--- config.mk ---
export PLATFORM = sky130hd
export DESIGN_NAME = ts_window
export DESIGN_NICKNAME = d
export VERILOG_FILES = /design/src/rtl/ts_window.sv
export SDC_FILE = /design/constraint.sdc
export NUM_CORES = 1
export LEC_CHECK = 0
export BUFFER_PORTS_ARGS = -buffer_cell sky130_fd_sc_hd__buf_2
export CAP_MARGIN = 10
export CORE_MARGIN = 2
export CORE_UTILIZATION = 39
export DETAILED_ROUTE_END_ITERATION = 7
export GPL_TIMING_DRIVEN = 0
export SLEW_MARGIN = 0
export SYNTH_ARGS = -nofsm -noshare
export SYNTH_HDL_FRONTEND = slang
export SYNTH_SLANG_ARGS = --single-unit
--- constraint.sdc ---
create_clock -name clk -period 2.3 [get_ports clk]
set_input_delay 0.46 -clock clk [delete_from_list [all_inputs] [get_ports clk]]
set_output_delay 0.46 -clock clk [all_outputs]
set_load 0.05 [all_outputs]
--- src/rtl/ts_window.sv ---
module ts_window #(
  parameter int EARLY_LIMIT = 400,
  parameter int LATE_LIMIT  = 40000
) (
  input  logic clk,
  input  logic rst_n,
  input  logic vdd_s,
  input  logic cclk_s,
  input  logic crst_s,
  input  logic io_s,
  input  logic ts_rcv,
  output logic activated,
  output logic released,
  output logic clear,
  output logic atr_early,
  output logic atr_late
);
  localparam int CW = $clog2(LATE_LIMIT + 1);
  localparam logic [CW-1:0] EARLY_C = CW'(EARLY_LIMIT);
  localparam logic [CW-1:0] LATE_C  = CW'(LATE_LIMIT);

  function automatic logic before_window(input logic [CW-1:0] c);
    return c < EARLY_C;
  endfunction

  function automatic logic at_ceiling(input logic [CW-1:0] c);
    return c == LATE_C;
  endfunction

  logic cclk_q, crst_q, io_q;
  logic cclk_rise, rst_rise, rst_fall, io_fall;
  logic [CW-1:0] cnt_q;
  logic start_seen_q;

  assign cclk_rise = cclk_s & ~cclk_q;
  assign rst_rise  = crst_s & ~crst_q;
  assign rst_fall  = ~crst_s & crst_q;
  assign io_fall   = ~io_s & io_q;
  assign clear     = rst_fall | ~vdd_s;

  always_ff @(posedge clk or negedge rst_n) begin
    if (!rst_n) begin
      cclk_q <= 1'b0;
      crst_q <= 1'b0;
      io_q   <= 1'b0;
    end else begin
      cclk_q <= cclk_s;
      crst_q <= crst_s;
      io_q   <= io_s;
    end
  end

  always_ff @(posedge clk or negedge rst_n) begin
    if (!rst_n)          activated <= 1'b0;
    else if (!vdd_s)     activated <= 1'b0;
    else if (cclk_rise)  activated <= 1'b1;
  end

  always_ff @(posedge clk or negedge rst_n) begin
    if (!rst_n)                     released <= 1'b0;
    else if (clear)                 released <= 1'b0;
    else if (rst_rise && activated) released <= 1'b1;
  end

  always_ff @(posedge clk or negedge rst_n) begin
    if (!rst_n) begin
      cnt_q <= '0;
    end else if (clear) begin
      cnt_q <= '0;
    end else if (released && !ts_rcv && cclk_rise && !at_ceiling(cnt_q)) begin
      cnt_q <= cnt_q + 1'b1;
    end
  end

  always_ff @(posedge clk or negedge rst_n) begin
    if (!rst_n) begin
      start_seen_q <= 1'b0;
      atr_early    <= 1'b0;
    end else if (clear) begin
      start_seen_q <= 1'b0;
      atr_early    <= 1'b0;
    end else if (released && io_fall && !start_seen_q) begin
      start_seen_q <= 1'b1;
      atr_early    <= before_window(cnt_q);
    end
  end

  always_ff @(posedge clk or negedge rst_n) begin
    if (!rst_n)                                       atr_late <= 1'b0;
    else if (clear)                                   atr_late <= 1'b0;
    else if (released && !ts_rcv && at_ceiling(cnt_q)) atr_late <= 1'b1;
  end

  // the early flag only rises on a start edge seen after release
  a_r3_early_on_start: assert property (@(posedge clk) disable iff (!rst_n)
    $rose(atr_early) |-> $past(io_fall && released));

  // the late flag implies the counter is parked at its ceiling
  a_r4_late_at_ceiling: assert property (@(posedge clk) disable iff (!rst_n)
    atr_late |-> (cnt_q == LATE_C));

  // the counter stays frozen once the initial character is in
  a_r9_count_frozen: assert property (@(posedge clk) disable iff (!rst_n)
    (ts_rcv && $past(ts_rcv)) |-> $stable(cnt_q));
endmodule

==> summary.txt, run 1 <==
GRT Overall Usage = 17.5%
Max Root-Sink Buffers = 2
area growth from synthesis to layout = 11.9%
proportion of layout cells with a drive suffix above 1 = 16.2%
Final setup violation count = 0
antenna cells = 0
clk root buf = clkbuf_4
commonest non-fill, non-tap cell in the layout = dfrtp_1
largest family of logic cells by synthesized area = simple AND/OR/NAND/NOR gates
CTS sink count = 24
Die X = 61.0 microns
CP Max Fanout = 10
first-pass GRT wire length = 4780 microns
number of synthesized flops with an enable pin = 0
IO Count = 12
htree depth = 1
Fmax = 487 MHz
post-synthesis xor/xnor area fraction = 1.38%
Power Dens Cells = 500 nW/um^2
Tmin final = 2.05 ns
Worst Setup End Kind = output port
Crit Path Class = flip-flop to output port
Yosys cell types = 37
worst path required time = 1.84 ns
Synth Warn # = 0
#FFs+latches synth = 24
chip height = 61.0 microns
hpwl dp = 1900 microns
CP max stage cell = dfrtp_1
number of global-route vias before repair = 1058
I/O Buffers = 11
period utilization = 89.2%
FFs w/ async S/R, synth = 100%
worst skew pair latency = 0.32 ns
LEAKAGE = 0.584 nW
largest net degree at the start of global routing = 25
TritonRoute pass-1 iters = 4
Synth Area in Simple Gates = 25.0%
Worst setup SP type = flip-flop
worst rel slew slack = 63.6%
sequential share of the synthesized area = 47.5%
multiplexer area fraction after synthesis = 3.17%
Num CTS Buffers = 3
total wire length = 2650 microns
Starting DRT DRC Count = 43
Crit path largest cell delay = 0.40 ns
Nets = 158
DR vias = 1049
synthesized area per cell = 9.44 sq um
Slew Limit Fails = 0
Clk pin slew, worst setup/hold paths = 0.13 ns
crit-path cells = inv_1, o21a_1, clkinvlp_4, buf_2
die area = 3710 sq um
most frequent cells in the layout = 24 x dfrtp_1, 15 x a21oi_1, 13 x nand2_1
Post-Synth Adder-Cell Area = 1.98%
RSZ-0062 raised after global routing = no
max cap viols = 0
Layout Utilization = 46.0%
syn_nets = 143
reg2reg setup slack = 0.38 ns
Sum Neg Setup Slack = 0 ns
DRC viols = 0
Slew @ Worst Pin = 0.547 ns
Hold Crit Class = primary input to async pin
core area = 3080 sq um
Primary FF master, synth = dfrtp_1
DR vias/cell = 5.46
Final WS setup = 0.249 ns
Post-Syn Instances = 134
Compound-Gate Fraction of Synth Area = 15.2%
CTS tree = yes
average wire per standard cell = 13.8 microns
Hold Buf Count CTS = 0
Starting Density = 41.1%
cell area after synthesis = 1260 sq um
GR Overflow Total = 0
peak supply drop = 0.324 mV
FP Rows = 20
skew final = 0.00448 ns
initial antenna violation count = 0
final hold violation count = 0
status = complete, no violations
Pwr Total = 0.708 mW
Setup Slack @ Placement = -0.147 ns
Critical Path AT = 1.59 ns
Antenna Nets Post-Route = 0
gp weighted congestion = 0.814
## Yosys cell counts, types with 2 or more instances
cell type,count,area (sq um)
or4_1,6,45.0
nor2_1,7,26.3
ha_1,2,25.0
a21oi_1,15,75.1
dfrtp_1,24,601
clkbuf_1,2,7.51
nand4_1,4,25.0
or3_1,3,18.8
mux2i_1,4,40.0
nand3_1,4,20.0
nor4_1,2,12.5
xor2_1,2,17.5
nor3_1,3,15.0
nand2_1,13,48.8
inv_1,13,48.8
o21ai_0,4,20.0
o31ai_1,6,45.0
## routing by layer
layer,track usage (%),up-vias,part of all wire [%]
met5,0,-,0
met4,6.52,0,1.7
met3,3.84,5,2.8
met2,28.1,14,48
met1,23.2,516,47
li1,-,514,-
## layout make-up
class / count / area (sq um)
buffer: 2 / 16.3
multi-input combinational: 93 / 592
inverter: 13 / 52.6
clock buffer: 4 / 36.3
sequential: 24 / 601
fill: 319 / 1660
tap: 44 / 55.1
timing repair buffer: 12 / 62.6
## timing repair
action | in CTS | in global routing
cloned | 0 | 0
gates resized for setup | 1 | 0
setup endpoints to repair | 1 | 1
buffers inserted | 1 | 0
## registers in the layout, summed over array words and instances (netlist names)
signal        cells
released          1
cclk_q            1
cnt_q            16
activated         1
start_seen_q      1
atr_early         1
crst_q            1
atr_late          1
io_q              1
## power by group
group	internal [mW]	switching, mW	total [mW]
Combinational	0.0127	0.0374	0.0501
Clock	0.0969	0.131	0.228
Sequential	0.427	0.00291	0.430
## worst paths after layout
path                           from       end  cells past startpoint
min in group clk               io_s      io_q                      1
min reg2reg                atr_late  atr_late                      2
max in group asynchronous     rst_n  cnt_q[5]                      1
max reg2reg                cnt_q[0]  cnt_q[1]                      6
min                           rst_n  cnt_q[3]                      1
max                          crst_q     clear                      4
## metrics by stage
step	hold WS, ns	cell area, sq um	instances
global placement	0.477	1380	189
CTS	0.113	1420	193
finish	0.100	1420	192
detailed placement	0.487	1380	189
global route	0.119	1420	192
floorplan	0.164	1260	134
## critical path: cells and delay by family (launching register included)
family / cells / cell delay, ns
buffers and inverters: 3 / 0.50
AOI/OAI and AO/OA: 1 / 0.36
DFF: 1 / 0.40
## cell families (layout without fill, tap and decap cells)
family                   Yosys count  count (layout)
AO/OA/AOI/OAI                     31              31
XOR/XNOR                           2               2
adder cells (fa/ha/maj)            2               2
buffers and inverters             17              31
flip-flops                        24              24
multiplexers                       4               4
AND/OR/NAND/NOR                   54              54
(Power assumes the default switching activity.)
==> run 2: changes to the inputs <==
ABC_AREA = 1   (was unset)
CORE_MARGIN = 4   (was 2)
==> run 2 against run 1 <==
  * Critical endpoint unchanged
  * Sequential power is essentially flat
  * Non-clock buffer count up 1
  * Utilization decreased by 0.56 points
  * Critical path type unchanged
==> summary.txt, run 2 <==
gp weighted congestion = 0.913 (+12%)
NetSw = 0.202 mW (+18%)
Tmin final = 2.09 ns (+0.0400 ns)
Fmax = 478 MHz (-1.9%)
#FFs+latches synth = 24 (unchanged)
Clk pin slew, worst setup/hold paths = 0.09 ns (-0.04 ns)
peak supply drop = 0.184 mV (-43%)
Sum Neg Setup Slack = 0 ns (unchanged)
sequential share of the synthesized area = 40.7% (-6.8 points)
Slew @ Worst Pin = 0.557 ns (+0.0104 ns)
Hold Buf Count CTS = 0 (unchanged)
average wire per standard cell = 12.8 microns (-6.9%)
Worst setup SP type = flip-flop
Finished Layout Cells = 265 (+38%)
commonest non-fill, non-tap cell in the layout = nand2_1
worst hold slack = 0.159 ns (+0.0589 ns)
Internal = 0.676 mW (+26%)
hpwl dp = 2500 microns (+32%)
Comb power frac = 7.2% (about the same)
status = complete, no violations
CP Max Fanout = 10 (unchanged)
Antenna Nets Post-Route = 0 (unchanged)
core area = 3660 sq um (+19%)
total wire length = 3400 microns (+29%)
top cell type's share of synthesized area = 40.7% (-6.8 points)
Hold Crit Class = primary input to async pin
r2r endpoint = cnt_q[15]
max cap viols = 0 (unchanged)
Critical Path AT = 1.63 ns (+0.04 ns)
number of global-route vias before repair = 1302 (+23%)
number of flip-flops in the largest register = 16 (unchanged)
IO Count = 12 (unchanged)
Post-Syn Instances = 202 (+51%)
TritonRoute pass-1 iters = 4 (unchanged)
DR vias/cell = 4.95 (-9.5%)
most common cell in the synthesized netlist = nand2_1
most frequent cells in the layout = 60 x nand2_1, 30 x nor2_1, 24 x dfrtp_1
Power Dens Cells = 528 nW/um^2 (+5.5%)
cell area after synthesis = 1480 sq um (+17%)
post-route cell area = 1660 sq um (+18%)
skew final = 0.00364 ns (-0.000844 ns)
Worst Reg-to-Reg Cells = 11 (+5)
FFs w/ async S/R, synth = 100% (unchanged)
Placed Instance Area = 1590 sq um (+16%)
register area = 601 sq um (unchanged)
Clk pwr share = 44.1% (+12 points)
I/O Buffers = 11 (unchanged)
htree depth = 1 (unchanged)
FILL cells = 393 (+23%)
chip height = 69.5 microns (+14%)
RSZ-0062 raised after global routing = no
register share of total power = 48.7% (-12 points)
first-pass GRT wire length = 5920 microns (+24%)
die area = 4830 sq um (+30%)
antenna cells = 0 (unchanged)
Yosys cell types = 20 (-46%)
syn_nets = 211 (+48%)
initial antenna violation count = 0 (unchanged)
cell taking the most area after synthesis = dfrtp_1
Starting Density = 40.3% (-0.77 points)
area growth from synthesis to layout = 12.6%
Max Root-Sink Buffers = 2 (unchanged)
DRC viols = 0 (unchanged)
DR vias = 1311 (+25%)
Nets = 227 (+44%)
worst rel slew slack = 62.9% (-0.69 points)
worst path required time = 1.84 ns (about the same)
worst r2r src = cnt_q[0]
Worst Setup SP = crst_q
largest net degree at the start of global routing = 25 (unchanged)
Sw Share = 23.0% (-1.2 points)
Primary FF master, synth = dfrtp_1
period utilization = 90.9% (+1.7 points)
Crit path largest cell delay = 0.38 ns (-0.02 ns)
Layout Utilization = 45.4% (-0.56 points)
number of synthesized flops with an enable pin = 0 (unchanged)
Worst Path Buf+Inv = 3 (unchanged)
CTS sink count = 24 (unchanged)
Final setup violation count = 0 (unchanged)
LEAKAGE = 0.794 nW (+36%)
Synth Warn # = 0 (unchanged)
FP Rows = 22 (+10%)
Worst Setup End Kind = output port
post-CTS sizing = 0 (-1)
Starting DRT DRC Count = 87 (+100%)
GR Overflow Total = 0 (unchanged)
clk root buf = clkbuf_8
CP delay by family, top = buffers and inverters
CTS tree = yes
synth top area cells = dfrtp_1 41%, nand2_1 15%, nor2_1 7.6%
Multi-input gate area = 747 sq um (+26%)
synthesized area per cell = 7.31 sq um (-23%)
Slew Limit Fails = 0 (unchanged)
worst skew pair latency = 0.28 ns (-0.04 ns)
Post-CTS Setup Bufs = 0 (-1)
most flop-heavy register = cnt_q
GRT Overall Usage = 15.1% (-2.4 points)
final hold violation count = 0 (unchanged)
reg2reg setup slack = 0.65 ns (+0.27 ns)
placed cells = 261 (+38%)
most numerous cell on the critical path = nor2_1
Crit Path Class = flip-flop to output port
Die X = 69.5 microns (+14%)
most frequent cells after synthesis = 60 x nand2_1, 30 x nor2_1, 24 x dfrtp_1
crit-path cells = inv_1, nor2_1, nor2_1, inv_2, buf_2
proportion of layout cells with a drive suffix above 1 = 15.7% (-0.55 points)
Num CTS Buffers = 3 (unchanged)
CP max stage cell = nor2_1
-- run 2: area by class of cell --
type                            instances  area share [%]
Inverter                               23            5.19
Tap cell                               48            3.61
Multi-Input combinational cell        151            44.9
Clock buffer                            3            2.48
Clock inverter                          1            1.81
Timing Repair Buffer                   11            3.31
Sequential cell                        24            36.1
Buffer                                  4            2.56
-- run 2: how the worst max path moves through the flow --
stage | to | slack (ns) | cells past startpoint
2_1_floorplan | cnt_q[15] | 0.74 | 8
3_5_place_dp | clear | 0.35 | 5
3_3_place_gp | clear | 0.40 | 5
4_1_cts | clear | 0.20 | 5
5_1_grt | clear | 0.04 | 5
6_report | clear | 0.21 | 5
-- run 2: worst reg2reg max path, stage by stage, from the launching register on --
cell and delay, ns:
dfrtp_1 0.43, inv_1 0.11, ha_1 0.15, nand2_1 0.06, nor2_1 0.11, nand2_1 0.09
nor2_4 0.13, nor2_4 0.08, nor2_8 0.15, buf_12 0.16, nand2_2 0.05, nand2_1 0.06
-- run 2: metrics by stage --
step	setup slack, ns	power [mW]
floorplan	0.736	0.475
global placement	0.402	0.500
detailed placement	0.350	0.501
CTS	0.201	0.885
global route	0.0363	0.910
finish	0.209	0.878
-- run 2: power by group through the flow --
| stage | logic, mW | clock network [mW] | registers, mW |
|---|---|---|---|
| after floorplan | 0.0326 | 0 | 0.442 |
| after global placement | 0.0638 | 0 | 0.436 |
| after detailed placement | 0.0648 | 0 | 0.436 |
| after CTS | 0.0649 | 0.392 | 0.428 |
| after global routing | 0.0702 | 0.411 | 0.429 |
| final | 0.0628 | 0.387 | 0.428 |
-- run 2: layer usage --
metal  share of wire [%]  vias up  track usage [%]
li1                    -      665                -
met1                  48      618             19.7
met2                  48       23             25.5
met3                 3.4        5             2.75
met4                 1.2        0             3.90
met5                   0        -                0
-- run 2: kinds of logic (layout without fill, tap and decap cells) --
| group | count (synthesis) | after routing | share of synthesized area, % |
|---|---|---|---|
| simple gates | 134 | 134 | 41.9 |
| xor+xnor | 7 | 7 | 4.15 |
| fa+ha+maj | 2 | 2 | 1.69 |
| compound gates | 8 | 8 | 2.88 |
| flops | 24 | 24 | 40.7 |
| buf+inv | 27 | 42 | 8.73 |
